==> config.mk <==
export PLATFORM = sky130hd
export DESIGN_NAME = thermal_thresh_monitor
export DESIGN_NICKNAME = d
export VERILOG_FILES = /design/src/rtl/thr_cmp_pkg.sv /design/src/rtl/thr_cfg_decode.sv /design/src/rtl/thr_compare.sv /design/src/rtl/thr_sticky_bank.sv /design/src/rtl/thermal_thresh_monitor.sv
export SDC_FILE = /design/constraint.sdc
export NUM_CORES = 1
export LEC_CHECK = 0
export BUFFER_PORTS_ARGS = -buffer_cell sky130_fd_sc_hd__buf_4
export CORE_ASPECT_RATIO = 0.5
export CORE_MARGIN = 2
export CORE_UTILIZATION = 29
export CTS_CLUSTER_DIAMETER = 60
export DETAILED_ROUTE_END_ITERATION = 16
export PLACE_DENSITY = 0.95
export SYNTH_ARGS = -nofsm -noshare
export SYNTH_HDL_FRONTEND = slang
export SYNTH_SLANG_ARGS = --single-unit
==> constraint.sdc <==
create_clock -name clk -period 5.75 [get_ports clk]
set_input_delay 1.15 -clock clk [delete_from_list [all_inputs] [get_ports clk]]
set_output_delay 1.15 -clock clk [all_outputs]
set_load 0.02 [all_outputs]
==> src/rtl/thr_cmp_pkg.sv <==
package thr_cmp_pkg;

    // Default datapath widths
    localparam int SMP_W_DEF  = 16;
    localparam int WORD_W_DEF = 32;

    // Control word field positions
    localparam int CTRL_MODE_LSB = 2;
    localparam int CTRL_IE_BIT   = 9;
    localparam int CTRL_CLR_BIT  = 21;

    // Threshold word field position
    localparam int THR_LSB = 16;

    // Status word bit positions
    localparam int STAT_FLAG_BIT = 9;
    localparam int STAT_LIVE_BIT = 13;
    localparam int STAT_RDY_BIT  = 16;

    // Sticky bit bank indices
    localparam int STK_FLAG = 0;
    localparam int STK_RDY  = 1;
    localparam int STK_N    = 2;

    typedef enum logic [1:0] {
        CMP_AT_OR_BELOW = 2'd0,
        CMP_AT_OR_ABOVE = 2'd1,
        CMP_OFF_A       = 2'd2,
        CMP_OFF_B       = 2'd3
    } cmp_mode_e;

    typedef struct packed {
        cmp_mode_e mode;
        logic      irq_en;
        logic      clr_cmd;
    } ctrl_fields_t;

    typedef struct packed {
        logic hit;
        logic live;
    } cmp_out_t;

    // Picks the relevant relational outcome for a given mode
    function automatic logic mode_select(input cmp_mode_e m,
                                         input logic     le,
                                         input logic     ge);
        logic r;
        unique case (m)
            CMP_AT_OR_BELOW: r = le;
            CMP_AT_OR_ABOVE: r = ge;
            default:         r = 1'b0;
        endcase
        return r;
    endfunction

endpackage

==> src/rtl/thr_cfg_decode.sv <==
module thr_cfg_decode
    import thr_cmp_pkg::*;
#(
    parameter int SMP_W  = SMP_W_DEF,
    parameter int WORD_W = WORD_W_DEF
) (
    input  logic [WORD_W-1:0] ctrl_word,
    input  logic [WORD_W-1:0] thr_word,
    output ctrl_fields_t      fields,
    output logic [SMP_W-1:0]  limit
);
    localparam logic [WORD_W-1:0] CTRL_USED =
        (WORD_W'(3) << CTRL_MODE_LSB) |
        (WORD_W'(1) << CTRL_IE_BIT)   |
        (WORD_W'(1) << CTRL_CLR_BIT);
    localparam logic [WORD_W-1:0] THR_USED =
        ((WORD_W'(1) << SMP_W) - WORD_W'(1)) << THR_LSB;

    always_comb begin
        fields.mode    = cmp_mode_e'(ctrl_word[CTRL_MODE_LSB +: 2]);
        fields.irq_en  = ctrl_word[CTRL_IE_BIT];
        fields.clr_cmd = ctrl_word[CTRL_CLR_BIT];
        limit          = thr_word[THR_LSB +: SMP_W];
    end

    logic unused_cfg_bits;
    assign unused_cfg_bits = ^{ctrl_word & ~CTRL_USED, thr_word & ~THR_USED};

endmodule

==> src/rtl/thr_compare.sv <==
module thr_compare
    import thr_cmp_pkg::*;
#(
    parameter int SMP_W = SMP_W_DEF
) (
    input  logic             clk,
    input  logic             rst,
    input  logic             smp_valid,
    input  logic [SMP_W-1:0] smp_data,
    input  logic [SMP_W-1:0] limit,
    input  cmp_mode_e        mode,
    output cmp_out_t         res
);
    logic signed [SMP_W-1:0] s_val;
    logic signed [SMP_W-1:0] l_val;
    logic                    le;
    logic                    ge;
    logic                    hit;
    logic                    live_q;

    always_comb begin
        s_val = $signed(smp_data);
        l_val = $signed(limit);
        le    = (s_val <= l_val);
        ge    = (s_val >= l_val);
        hit   = mode_select(mode, le, ge);
    end

    always_ff @(posedge clk) begin
        if (rst) begin
            live_q <= 1'b0;
        end else if (smp_valid) begin
            live_q <= hit;
        end
    end

    always_comb begin
        res.hit  = smp_valid & hit;
        res.live = live_q;
    end

endmodule

==> src/rtl/thr_sticky_bank.sv <==
module thr_sticky_bank #(
    parameter int N = 2
) (
    input  logic         clk,
    input  logic         rst,
    input  logic [N-1:0] set_i,
    input  logic [N-1:0] clr_i,
    output logic [N-1:0] q_o
);
    for (genvar g = 0; g < N; g++) begin : g_bit
        logic q;
        always_ff @(posedge clk) begin
            if (rst) begin
                q <= 1'b0;
            end else if (set_i[g]) begin
                q <= 1'b1;
            end else if (clr_i[g]) begin
                q <= 1'b0;
            end
        end
        assign q_o[g] = q;
    end

endmodule

==> src/rtl/thermal_thresh_monitor.sv <==
module thermal_thresh_monitor
    import thr_cmp_pkg::*;
#(
    parameter int SMP_W  = SMP_W_DEF,
    parameter int WORD_W = WORD_W_DEF
) (
    input  logic              clk,
    input  logic              rst,
    input  logic              smp_valid,
    input  logic [SMP_W-1:0]  smp_data,
    input  logic [WORD_W-1:0] ctrl_word,
    input  logic [WORD_W-1:0] thr_word,
    input  logic [WORD_W-1:0] status_clr,
    output logic [WORD_W-1:0] status_word,
    output logic              irq
);
    ctrl_fields_t       fields;
    logic [SMP_W-1:0]   limit;
    cmp_out_t           cres;
    logic [STK_N-1:0]   stk_set;
    logic [STK_N-1:0]   stk_clr;
    logic [STK_N-1:0]   stk_q;

    thr_cfg_decode #(.SMP_W(SMP_W), .WORD_W(WORD_W)) u_dec (
        .ctrl_word (ctrl_word),
        .thr_word  (thr_word),
        .fields    (fields),
        .limit     (limit)
    );

    thr_compare #(.SMP_W(SMP_W)) u_cmp (
        .clk       (clk),
        .rst       (rst),
        .smp_valid (smp_valid),
        .smp_data  (smp_data),
        .limit     (limit),
        .mode      (fields.mode),
        .res       (cres)
    );

    always_comb begin
        stk_set           = '0;
        stk_clr           = '0;
        stk_set[STK_FLAG] = cres.hit;
        stk_clr[STK_FLAG] = status_clr[STAT_FLAG_BIT] | fields.clr_cmd;
        stk_set[STK_RDY]  = smp_valid;
        stk_clr[STK_RDY]  = status_clr[STAT_RDY_BIT];
    end

    thr_sticky_bank #(.N(STK_N)) u_stk (
        .clk   (clk),
        .rst   (rst),
        .set_i (stk_set),
        .clr_i (stk_clr),
        .q_o   (stk_q)
    );

    always_comb begin
        status_word                = '0;
        status_word[STAT_FLAG_BIT] = stk_q[STK_FLAG];
        status_word[STAT_LIVE_BIT] = cres.live;
        status_word[STAT_RDY_BIT]  = stk_q[STK_RDY];
        irq                        = stk_q[STK_FLAG] & fields.irq_en;
    end

    logic unused_clr_bits;
    assign unused_clr_bits = ^(status_clr & ~((WORD_W'(1) << STAT_FLAG_BIT) |
                                              (WORD_W'(1) << STAT_RDY_BIT)));

endmodule

==> impl_metrics.toml <==
[die]
die_y_microns = 41.6
coreArea_sq_um = 2640
rows = 13
die_width_microns = 79.2
ios = 148
floorplan.initialDensity = 0.311
dieArea_sq_um = 3300

[timing]
setup_tns_ns = 0
fmax_ghz = 0.370
drv_slew = 0
fin_skew_ns = 0
hold_violations = 0
setup_viol = 0
period_needed_ns = 2.70
fin_crit_sh = 0.470
rsz0062_at_grt = "false"

[cells_and_area]
area_growth_pct = 34.9
diodes = 0
nNetsFinal = 282
drive_gt1_frac = 0.347
final_util = 0.420
post-route-cell-area_sq_um = 1110

[clock_tree]
cts_sinks = 3
cts_tree = "yes"
post_cts_buffers = 0
cts-root-buf = "clkbuf_8"
hold_buffers = 0
htreeDepth = 1
cts_resized = 0
cts_buffers = 3
clkTransAtPathRegs_ns = 0.03
insertion_delay_ns = 0.21
cts_buffer_depth = 2

[placed_design]
io_buffers = 44
place_area_sq_um = 1060
hpwl_microns = 1700
gp_congestion = 0.729

[global_route]
antenna_found_initial = 0
track_usage = 0.108
grt_pass1_wl_microns = 2830
grt_busiest_layer = "met2"
grt_overflow_total = 0
use_met2 = 0.239
grt_pass1_vias = 733
gr-usage-met1 = 0.0939
use_met3 = 0.0174
grt_max_degree = 5

[synth]
yosysSeqAreaShare = 0.0732
avgSynthCellArea_sq_um = 7.74
yosysWarnings = 0
synth.distinct_cells = 23
syn_area_sq_um = 821
synth_cells = 106
ys_ff_latch = 3

[worst_setup_path]
worstSetupStartpoint = "ctrl_word[9]"
worst_setup_path_start_kind = "input port"
path_buf_inv = 2
worstPathRequired_ns = 4.60
slowest_delay_ns = 0.15
worstSetupPathType = "in -> out"
crit_top_cell = "buf_4"
cp_cell_sequence = "buf_4 -> and2_1 -> buf_4"
cp.depth = 3
rrSetupSlack_ns = 4.80
crit_family = "buffers and inverters"
critical_path.slowest_cell = "buf_4"
reg2reg_from = "u_stk.g_bit[0].q"
crit_end = "irq"
worstReg2RegEnd = "u_stk.g_bit[0].q"
worstPathArrival_ns = 1.55
path_max_fanout = 1
ff2ff_path_depth = 3
worst_setup_path_end_kind = "output pin"

[drt]
routed-via-count = 744
drtIter0Drc = 4
wl_microns = 1810
wl_per_cell_microns = 9.66
via_per_inst = 3.98
drc = 0
postRouteAntennaNets = 0
first_pass_iters = 3

[flow_run]
cap_violations = 0

[worst_hold_path]
min_path_type = "reg -> reg"

[power_and_ir_drop]
cellPowerDensity_nw_per_um2 = 145
power_leakage_nw = 0.660
ir_worst_vdd_mv = 0.114

[status]
outcome = "finished clean"
-- layer usage --
metal | routed length [microns] | vias to the layer above
li1 | - | 380
met1 | 563 | 328
met2 | 1060 | 32
met3 | 143 | 4
met4 | 38 | 0
met5 | 0 | -
-- synth_stat cells, drive strengths merged --
cell / number / area share
a21boi: 1 / 0.0091
a21o: 1 / 0.0091
a21oi: 9 / 0.055
a2bb2oi: 1 / 0.011
a31oi: 2 / 0.015
and2: 1 / 0.0076
and2b: 1 / 0.011
and4b: 1 / 0.012
buf: 32 / 0.29
conb: 1 / 0.0046
dfxtp: 3 / 0.073
ha: 16 / 0.24
inv: 17 / 0.078
nand2: 2 / 0.0091
nand2b: 1 / 0.0076
nand3: 4 / 0.024
nand4: 3 / 0.046
nor2: 4 / 0.018
nor4: 1 / 0.026
nor4b: 1 / 0.011
o21ai: 1 / 0.0061
o31ai: 1 / 0.0091
xnor2: 2 / 0.021
-- cell type report --
cell class | instances | area (sq um)
tap | 37 | 46.3
multi-input combinational | 82 | 562
timing repair buffer | 44 | 330
sequential | 3 | 60.1
clock buffer | 4 | 45.0
fill | 276 | 1530
inverter | 17 | 63.8
-- worst min-delay path by stage --
stage / slack, ns / to / cells past startpoint / from
floorplan: 0.45 / u_stk.g_bit[1].q / 2 / u_stk.g_bit[1].q
global placement: 0.47 / u_stk.g_bit[1].q / 2 / u_stk.g_bit[1].q
detailed placement: 0.48 / u_stk.g_bit[1].q / 2 / u_stk.g_bit[1].q
CTS: 0.49 / u_stk.g_bit[1].q / 2 / u_stk.g_bit[1].q
global route: 0.53 / u_stk.g_bit[1].q / 2 / u_stk.g_bit[1].q
finish: 0.49 / u_stk.g_bit[1].q / 2 / u_stk.g_bit[1].q
-- layout by cell type (no fill, tap or decap), drive strengths merged --
cell type  Yosys  layout
a21boi         1       1
a21o           1       1
a21oi          9       9
a2bb2oi        1       1
a31oi          2       2
and2           1       1
and2b          1       1
and4b          1       1
buf           32      44
clkbuf         0       4
conb           1      29
dfxtp          3       3
ha            16      16
inv           17      17
nand2          2       2
nand2b         1       1
nand3          4       4
nand4          3       3
nor2           4       4
nor4           1       1
nor4b          1       1
o21ai          1       1
o31ai          1       1
xnor2          2       2
-- stage by stage --
stage	total power, mW	setup slack, ns	hold WS (ns)	std cells
2_1_floorplan	0.0871	3.16	0.452	134
3_3_place_gp	0.0971	2.88	0.468	183
3_5_place_dp	0.101	2.83	0.484	183
4_1_cts	0.163	3.05	0.491	187
5_1_grt	0.172	2.89	0.533	187
6_report	0.161	3.05	0.486	187
-- sequential cells by signal, indices dropped and copies added (netlist names) --
register	count
u_stk.g_bit.q	2
u_cmp.live_q	1
-- logic make-up after synthesis --
| logic type | share of synthesized area |
|---|---|
| adder cells (fa/ha/maj) | 0.244 |
| other | 0.00457 |
| AO/OA/AOI/OAI | 0.114 |
| flip-flops | 0.0732 |
| buffers and inverters | 0.370 |
| XOR/XNOR | 0.0213 |
| AND/OR/NAND/NOR | 0.172 |
-- report_power, final --
part	total [mW]	switching (mW)	internal [mW]
logic	0.0773	0.0425	0.0347
clock network	0.0605	0.0133	0.0472
registers	0.0231	0.000686	0.0224
total	0.161	0.0565	0.104
-- tightest hold or removal path, delay by kind of cell (launching register included) --
| family | cells | cell delay, ns |
|---|---|---|
| flip-flops | 1 | 0.32 |
| AND/OR/NAND/NOR | 1 | 0.07 |
| AO/OA/AOI/OAI | 1 | 0.06 |
Note: power is estimated with default switching activity, not from simulation.
